===== src/rtl/mcdac_pkg.sv =====
package mcdac_pkg;

  typedef enum logic [2:0] {
    ST_IDLE  = 3'd0,
    ST_START = 3'd1,
    ST_SHIFT = 3'd2,
    ST_LOAD  = 3'd3,
    ST_LATCH = 3'd4
  } mcdac_st_e;

endpackage


===== src/rtl/mcdac_rst_sync.sv =====
module mcdac_rst_sync (
  input  logic clk,
  input  logic rst_n,
  output logic rst_sync_n
);

  logic [1:0] sync_q;

  always_ff @(posedge clk or negedge rst_n) begin
    if (!rst_n) sync_q <= 2'b00;
    else        sync_q <= {sync_q[0], 1'b1};
  end

  assign rst_sync_n = sync_q[1];

endmodule


===== src/rtl/mcdac_clkgen.sv =====
module mcdac_clkgen #(
  parameter int HALF = 2
) (
  input  logic clk,
  input  logic rst_n,
  input  logic run,
  input  logic halt,
  output logic sclk,
  output logic rise_tick
);

  localparam int CNTW = (HALF > 1) ? $clog2(HALF) : 1;
  localparam logic [CNTW-1:0] CNT_TOP = CNTW'(HALF - 1);

  logic [CNTW-1:0] cnt_q, cnt_d;
  logic            sclk_q, sclk_d;
  logic            wrap;

  assign wrap = (cnt_q == CNT_TOP);

  always_comb begin
    cnt_d  = cnt_q;
    sclk_d = sclk_q;
    if (!run) begin
      cnt_d  = '0;
      sclk_d = 1'b0;
    end else if (wrap) begin
      cnt_d  = '0;
      sclk_d = halt ? 1'b0 : ~sclk_q;
    end else begin
      cnt_d = cnt_q + 1'b1;
    end
  end

  always_ff @(posedge clk or negedge rst_n) begin
    if (!rst_n) begin
      cnt_q  <= '0;
      sclk_q <= 1'b0;
    end else begin
      cnt_q  <= cnt_d;
      sclk_q <= sclk_d;
    end
  end

  assign sclk      = sclk_q;
  assign rise_tick = run && wrap && !sclk_q;

endmodule


===== src/rtl/mcdac_store.sv =====
module mcdac_store #(
  parameter int NCH = 7,
  parameter int DW  = 8,
  parameter int CW  = 3
) (
  input  logic              clk,
  input  logic              rst_n,
  input  logic              cap,
  input  logic [NCH*DW-1:0] vals_in,
  input  logic [CW-1:0]     sel,
  output logic [DW-1:0]     val_out
);

  logic [NCH-1:0][DW-1:0] held;

  for (genvar g = 0; g < NCH; g++) begin : g_ch
    logic [DW-1:0] val_q;
    always_ff @(posedge clk or negedge rst_n) begin
      if (!rst_n)   val_q <= '0;
      else if (cap) val_q <= vals_in[g*DW +: DW];
    end
    assign held[g] = val_q;
  end

  always_comb begin
    val_out = '0;
    for (int i = 0; i < NCH; i++) begin
      if (int'(sel) == i) val_out = held[i];
    end
  end

endmodule


===== src/rtl/mcdac_engine.sv =====
module mcdac_engine
  import mcdac_pkg::*;
#(
  parameter int NCH     = 7,
  parameter int CPD     = 4,
  parameter int DW      = 8,
  parameter bit RNG_BIT = 1'b1,
  parameter int NDEV    = 2,
  parameter int CW      = 3
) (
  input  logic            clk,
  input  logic            rst_n,
  input  logic            frame_done,
  input  logic            tick,
  input  logic [DW-1:0]   val,
  output logic [CW-1:0]   sel,
  output logic            cap,
  output logic            busy,
  output logic            halt,
  output logic            sdo,
  output logic [NDEV-1:0] load_n,
  output logic [NDEV-1:0] latch_n
);

  localparam int AW   = (CPD > 1) ? $clog2(CPD) : 1;
  localparam int WW   = AW + 1 + DW;
  localparam int BW   = $clog2(WW);
  localparam int DVW  = (NDEV > 1) ? $clog2(NDEV) : 1;
  localparam logic [CW-1:0] CH_LAST  = CW'(NCH - 1);
  localparam logic [BW-1:0] BIT_FIRST = BW'(WW - 1);

  mcdac_st_e       st_q, st_d;
  logic [CW-1:0]   ch_q, ch_d;
  logic [BW-1:0]   bit_q, bit_d;
  logic            sdo_q, sdo_d;
  logic [NDEV-1:0] load_q, load_d;
  logic [NDEV-1:0] latch_q, latch_d;
  logic            busy_q, busy_d;

  logic [DVW-1:0]  dev_cur;
  logic            last_cur;
  logic [AW-1:0]   addr_d;
  logic [WW-1:0]   word_d;

  // converter index and end-of-converter flag for the channel in progress
  assign dev_cur  = DVW'(int'(ch_q) / CPD);
  assign last_cur = ((int'(ch_q) % CPD) == (CPD - 1)) || (ch_q == CH_LAST);

  // word of the channel selected for the next cycle
  assign addr_d = AW'(int'(ch_d) % CPD);
  assign word_d = {addr_d, RNG_BIT, val};

  always_comb begin
    st_d    = st_q;
    ch_d    = ch_q;
    bit_d   = bit_q;
    sdo_d   = sdo_q;
    load_d  = load_q;
    latch_d = latch_q;
    busy_d  = busy_q;
    cap     = 1'b0;
    unique case (st_q)
      ST_IDLE: begin
        if (frame_done) begin
          st_d   = ST_START;
          ch_d   = '0;
          busy_d = 1'b1;
          cap    = 1'b1;
        end
      end
      ST_START: begin
        if (tick) begin
          st_d  = ST_SHIFT;
          bit_d = BIT_FIRST;
          sdo_d = word_d[WW-1];
        end
      end
      ST_SHIFT: begin
        if (tick) begin
          if (bit_q == '0) begin
            st_d            = ST_LOAD;
            sdo_d           = 1'b0;
            load_d[dev_cur] = 1'b0;
          end else begin
            bit_d = bit_q - 1'b1;
            sdo_d = word_d[bit_q - 1'b1];
          end
        end
      end
      ST_LOAD: begin
        if (tick) begin
          load_d = '1;
          if (last_cur) begin
            st_d             = ST_LATCH;
            latch_d[dev_cur] = 1'b0;
          end else begin
            ch_d  = ch_q + 1'b1;
            st_d  = ST_SHIFT;
            bit_d = BIT_FIRST;
            sdo_d = word_d[WW-1];
          end
        end
      end
      ST_LATCH: begin
        if (tick) begin
          latch_d = '1;
          if (ch_q == CH_LAST) begin
            st_d   = ST_IDLE;
            busy_d = 1'b0;
          end else begin
            ch_d  = ch_q + 1'b1;
            st_d  = ST_SHIFT;
            bit_d = BIT_FIRST;
            sdo_d = word_d[WW-1];
          end
        end
      end
      default: st_d = ST_IDLE;
    endcase
  end

  always_ff @(posedge clk or negedge rst_n) begin
    if (!rst_n) begin
      st_q    <= ST_IDLE;
      ch_q    <= '0;
      bit_q   <= '0;
      sdo_q   <= 1'b0;
      load_q  <= '1;
      latch_q <= '1;
      busy_q  <= 1'b0;
    end else begin
      st_q    <= st_d;
      ch_q    <= ch_d;
      bit_q   <= bit_d;
      sdo_q   <= sdo_d;
      load_q  <= load_d;
      latch_q <= latch_d;
      busy_q  <= busy_d;
    end
  end

  assign sel     = ch_d;
  assign busy    = busy_q;
  assign halt    = (st_q == ST_LATCH) && (ch_q == CH_LAST);
  assign sdo     = sdo_q;
  assign load_n  = load_q;
  assign latch_n = latch_q;

endmodule


===== src/rtl/mcdac_ctrl.sv =====
module mcdac_ctrl #(
  parameter int NCH     = 7,
  parameter int CPD     = 4,
  parameter int DW      = 8,
  parameter int HALF    = 2,
  parameter bit RNG_BIT = 1'b1
) (
  input  logic                         clk,
  input  logic                         rst_n,
  input  logic                         frame_done,
  input  logic [NCH*DW-1:0]            frame_vals,
  output logic                         busy,
  output logic                         dac_sclk,
  output logic                         dac_sdo,
  output logic [(NCH+CPD-1)/CPD-1:0]   dac_load_n,
  output logic [(NCH+CPD-1)/CPD-1:0]   dac_latch_n
);

  localparam int NDEV = (NCH + CPD - 1) / CPD;
  localparam int CW   = (NCH > 1) ? $clog2(NCH) : 1;

  logic          rst_core_n;
  logic          tick;
  logic          halt;
  logic          cap;
  logic [CW-1:0] sel;
  logic [DW-1:0] val;

  mcdac_rst_sync u_rsync (
    .clk        (clk),
    .rst_n      (rst_n),
    .rst_sync_n (rst_core_n)
  );

  mcdac_clkgen #(.HALF(HALF)) u_clkgen (
    .clk       (clk),
    .rst_n     (rst_core_n),
    .run       (busy),
    .halt      (halt),
    .sclk      (dac_sclk),
    .rise_tick (tick)
  );

  mcdac_store #(.NCH(NCH), .DW(DW), .CW(CW)) u_store (
    .clk     (clk),
    .rst_n   (rst_core_n),
    .cap     (cap),
    .vals_in (frame_vals),
    .sel     (sel),
    .val_out (val)
  );

  mcdac_engine #(
    .NCH(NCH), .CPD(CPD), .DW(DW), .RNG_BIT(RNG_BIT), .NDEV(NDEV), .CW(CW)
  ) u_engine (
    .clk        (clk),
    .rst_n      (rst_core_n),
    .frame_done (frame_done),
    .tick       (tick),
    .val        (val),
    .sel        (sel),
    .cap        (cap),
    .busy       (busy),
    .halt       (halt),
    .sdo        (dac_sdo),
    .load_n     (dac_load_n),
    .latch_n    (dac_latch_n)
  );

endmodule


===== config.mk =====
export PLATFORM = sky130hd
export DESIGN_NAME = mcdac_ctrl
export DESIGN_NICKNAME = d
export VERILOG_FILES = /design/src/rtl/mcdac_pkg.sv /design/src/rtl/mcdac_rst_sync.sv /design/src/rtl/mcdac_clkgen.sv /design/src/rtl/mcdac_store.sv /design/src/rtl/mcdac_engine.sv /design/src/rtl/mcdac_ctrl.sv
export SDC_FILE = /design/constraint.sdc
export NUM_CORES = 1
export LEC_CHECK = 0
export ABC_AREA = 1
export BUFFER_PORTS_ARGS = -buffer_cell sky130_fd_sc_hd__buf_2
export CORE_ASPECT_RATIO = 1.75
export CORE_MARGIN = 2
export CORE_UTILIZATION = 26
export DETAILED_ROUTE_END_ITERATION = 10
export HOLD_SLACK_MARGIN = 0.02
export PLACE_DENSITY = 0.53
export SLEW_MARGIN = 20
export SYNTH_ARGS = -nofsm -noshare
export SYNTH_HDL_FRONTEND = slang
export SYNTH_SLANG_ARGS = --single-unit

===== constraint.sdc =====
create_clock -name clk -period 2.6 [get_ports clk]
set_clock_uncertainty 0.05 [all_clocks]
set_input_delay 0.26 -clock clk [delete_from_list [all_inputs] [get_ports clk]]
set_output_delay 0.26 -clock clk [all_outputs]
set_load 0.005 [all_outputs]

==> flow_summary.yaml <==
sta:
  hold_violations: 0
  max_freq_mhz: 406
  finalSetupViolCount: 0
  max_slew_margin: 0.555
  period_minus_slack_ps: 2460
  rsz0062_at_grt: "yes"
  tightest_slew_ps: 667
  fin_crit_sh: 0.948
  drv_slew: 0
global_routing:
  grt_first_pass_wirelength_mm: 16.4
  grt_pass1_vias: 3330
  grt_use_total: 0.128
  antenna_found_initial: 0
  grt-ovfl-total: 0
  grt_max_degree: 35
clocking:
  htreeDepth: 3
  clockBufferDepth: 2
  cts.reportedPaths.clkPinSlew_ps: 60
  cts_tree: "yes"
  cts-root-buf: "clkbuf_16"
  insertion_delay_ps: 330
  numClockSinks: 76
  cts_buffers: 9
routing:
  drt_iter0_markers: 173
  ant_nets: 0
  vias_per_cell: 4.66
  drt_wl_total_mm: 10.1
  dr.pass1.iters: 7
  avgRoutedWirePerCell_um: 15.0
  vias: 3147
  drcViolationCount: 0
logic_synthesis:
  synth-edff-count: 0
  synth_cell_type_count: 40
  async_flop_share: 1.00
  syn_nets: 475
  yosysWarnings: 0
  syn_area_um2: 3960
  synth_cells: 413
  synth-seq-cells: 76
  synth.avg_cell_area_um2: 9.58
  synth_ff_type: "dfrtp_1"
  yosysSeqAreaShare: 0.482
placed_design:
  dp_cells: 656
  place_area_um2: 4510
  numPortBuffers: 65
  gp_congestion: 0.833
  hpwl_mm: 8.04
worst_setup_path:
  cp-end-kind: "register"
  crit_fanout: 6
  critPathKind: "register to register"
  cp-start-kind: "register"
  cp_data_required_time_ps: 2810
  worstPathArrival_ps: 2680
cells_and_area:
  mostFrequentLayoutCells: "dfrtp_1, nand2_1, buf_2, mux2_2, nor2_1"
  layout_commonest_cell: "dfrtp_1"
  n_fill_cell: 1562
  fin_cells: 675
  n_antenna_cell: 0
  layout-drive-gt1-share: 0.374
  fin_nets: 549
  area_delta_synth_final_pct: 23.3
  final_cell_area_um2: 4880
floorplanning:
  start_util: 0.265
  die_w_um: 97.3
  chipHeight_um: 167
  dieArea_um2: 16300
  rows: 59
  core_area_um2: 14900
  ios: 66
status:
  status: "completed"
min_path:
  hp-class: "primary input to register"
pwr:
  peakVddDrop_mv: 0.359
  p_leak_uw: 0.00231
  p_per_area_nw_per_um2: 1170
run:
  max_cap_viol_count: 0
-- critical path: stages (launching register included) --
cell,delay [ps]
dfrtp_2,440
ha_2,210
inv_1,110
nand2_4,70
inv_4,60
nand3_1,70
nand3_2,100
nand3_4,150
buf_6,180
nor3_4,210
nand2_1,90
nand2_1,60
inv_1,40
nand3_1,70
nand2_1,50
nand2_1,60
nand2_1,40
nand3_1,60
nand2_1,50
nand2_1,50
nand2_1,60
a21oi_2,100
-- per-layer routing --
layer  global-route usage  vias to the layer above  routed length [um]
li1                     -                     1532                   -
met1                0.132                     1531                3800
met2                0.241                       66                5610
met3               0.0280                       18                 343
met4               0.0646                        0                 342
met5                    0                        -                   0
-- repair_timing --
item / 4_1_cts / 5_1_grt
buffers inserted: 0 / 2
setup endpoints to repair: 1 / 1
hold buffers: 1 / 0
hold endpoints to repair: 2 / 0
cloned: 0 / 0
resized for setup: 1 / 16
pin swaps: 0 / 4
-- sequential cells by signal, indices dropped and copies added, names as in the netlist --
name,cells
u_clkgen.cnt_q,1
u_clkgen.sclk,1
u_engine.bit_q,4
u_engine.busy,1
u_engine.ch_q,3
u_engine.latch_n,2
u_engine.load_n,2
u_engine.sdo,1
u_engine.st_q,3
u_rsync.sync_q,2
u_store.g_ch.val_q,56
-- synthesized netlist by cell type, types with 2 or more instances --
| cell type | n | area share |
|---|---|---|
| nor2_2 | 2 | 0.0032 |
| buf_4 | 3 | 0.0057 |
| dfstp_2 | 4 | 0.027 |
| a21oi_1 | 15 | 0.019 |
| nand4_1 | 17 | 0.027 |
| mux2_2 | 50 | 0.14 |
| inv_2 | 5 | 0.0047 |
| nor2_4 | 2 | 0.0057 |
| nand3_2 | 5 | 0.013 |
| buf_6 | 2 | 0.0057 |
| nand3_1 | 36 | 0.046 |
| nand3_4 | 3 | 0.013 |
| dfrtp_1 | 72 | 0.46 |
| clkbuf_1 | 6 | 0.0057 |
| nand2_8 | 2 | 0.010 |
| nand2_2 | 4 | 0.0063 |
| o21ai_0 | 16 | 0.020 |
| nand2_4 | 2 | 0.0057 |
| a22oi_1 | 2 | 0.0038 |
| clkinv_1 | 2 | 0.0019 |
| inv_4 | 2 | 0.0032 |
| nand2_1 | 71 | 0.067 |
| ha_1 | 3 | 0.0095 |
| inv_1 | 34 | 0.032 |
| nor2_1 | 38 | 0.036 |
-- final cells by class --
cell class | count | area, um^2 | share of cell area
inverter | 43 | 176 | 0.0361
timing repair buffer | 75 | 423 | 0.0866
tap | 183 | 229 | 0.0469
clock buffer | 10 | 229 | 0.0469
sequential | 76 | 1910 | 0.391
clock inverter | 6 | 66.3 | 0.0136
multi-input combinational | 282 | 1850 | 0.378
-- through the flow --
stage                     power [uW]  utilization  setup TNS, ps  hold WS, ps  setup WS [ps]
after global placement          4430        0.302              0        -4.00           77.2
final                           5730        0.327              0          103            135
after detailed placement        4490        0.302              0        -2.28           2.07
after CTS                       5740        0.323              0         95.5           10.1
after floorplan                 3820            -              0        -85.6            284
after global routing            6190        0.327          -97.9         97.2          -97.9
-- worst paths after layout --
kind | from | endpoint | slack, ps | depth (start not counted)
min in group asynchronous | rst_n | u_rsync.sync_q[1] | 180 | 2
worst max register to register | u_engine.ch_q[1] | u_engine.sdo | 140 | 21
worst max-delay path | u_engine.ch_q[1] | u_engine.sdo | 140 | 21
worst min register to register | u_rsync.sync_q[1] | u_store.g_ch[0].val_q[2] | 260 | 0
max in group asynchronous | u_rsync.sync_q[1] | u_engine.latch_n[1] | 1500 | 1
worst min-delay path | frame_vals[51] | u_store.g_ch[6].val_q[3] | 100 | 2
-- power breakdown --
part | switching, uW | internal [uW]
Sequential | 378 | 1750
Combinational | 1340 | 1040
Clock | 483 | 745
Total | 2200 | 3530
-- logic make-up after synthesis --
kind of cell             count (synthesis)  share of synthesized area
AND/OR/NAND/NOR                        188                      0.248
flip-flops                              76                      0.482
buffers and inverters                   55                     0.0604
multiplexers                            50                      0.142
AO/OA/AOI/OAI                           38                     0.0525
adder cells (fa/ha/maj)                  3                    0.00949
XOR/XNOR                                 2                    0.00443
other                                    1                   0.000948
Power figures use the tool's default switching activity.
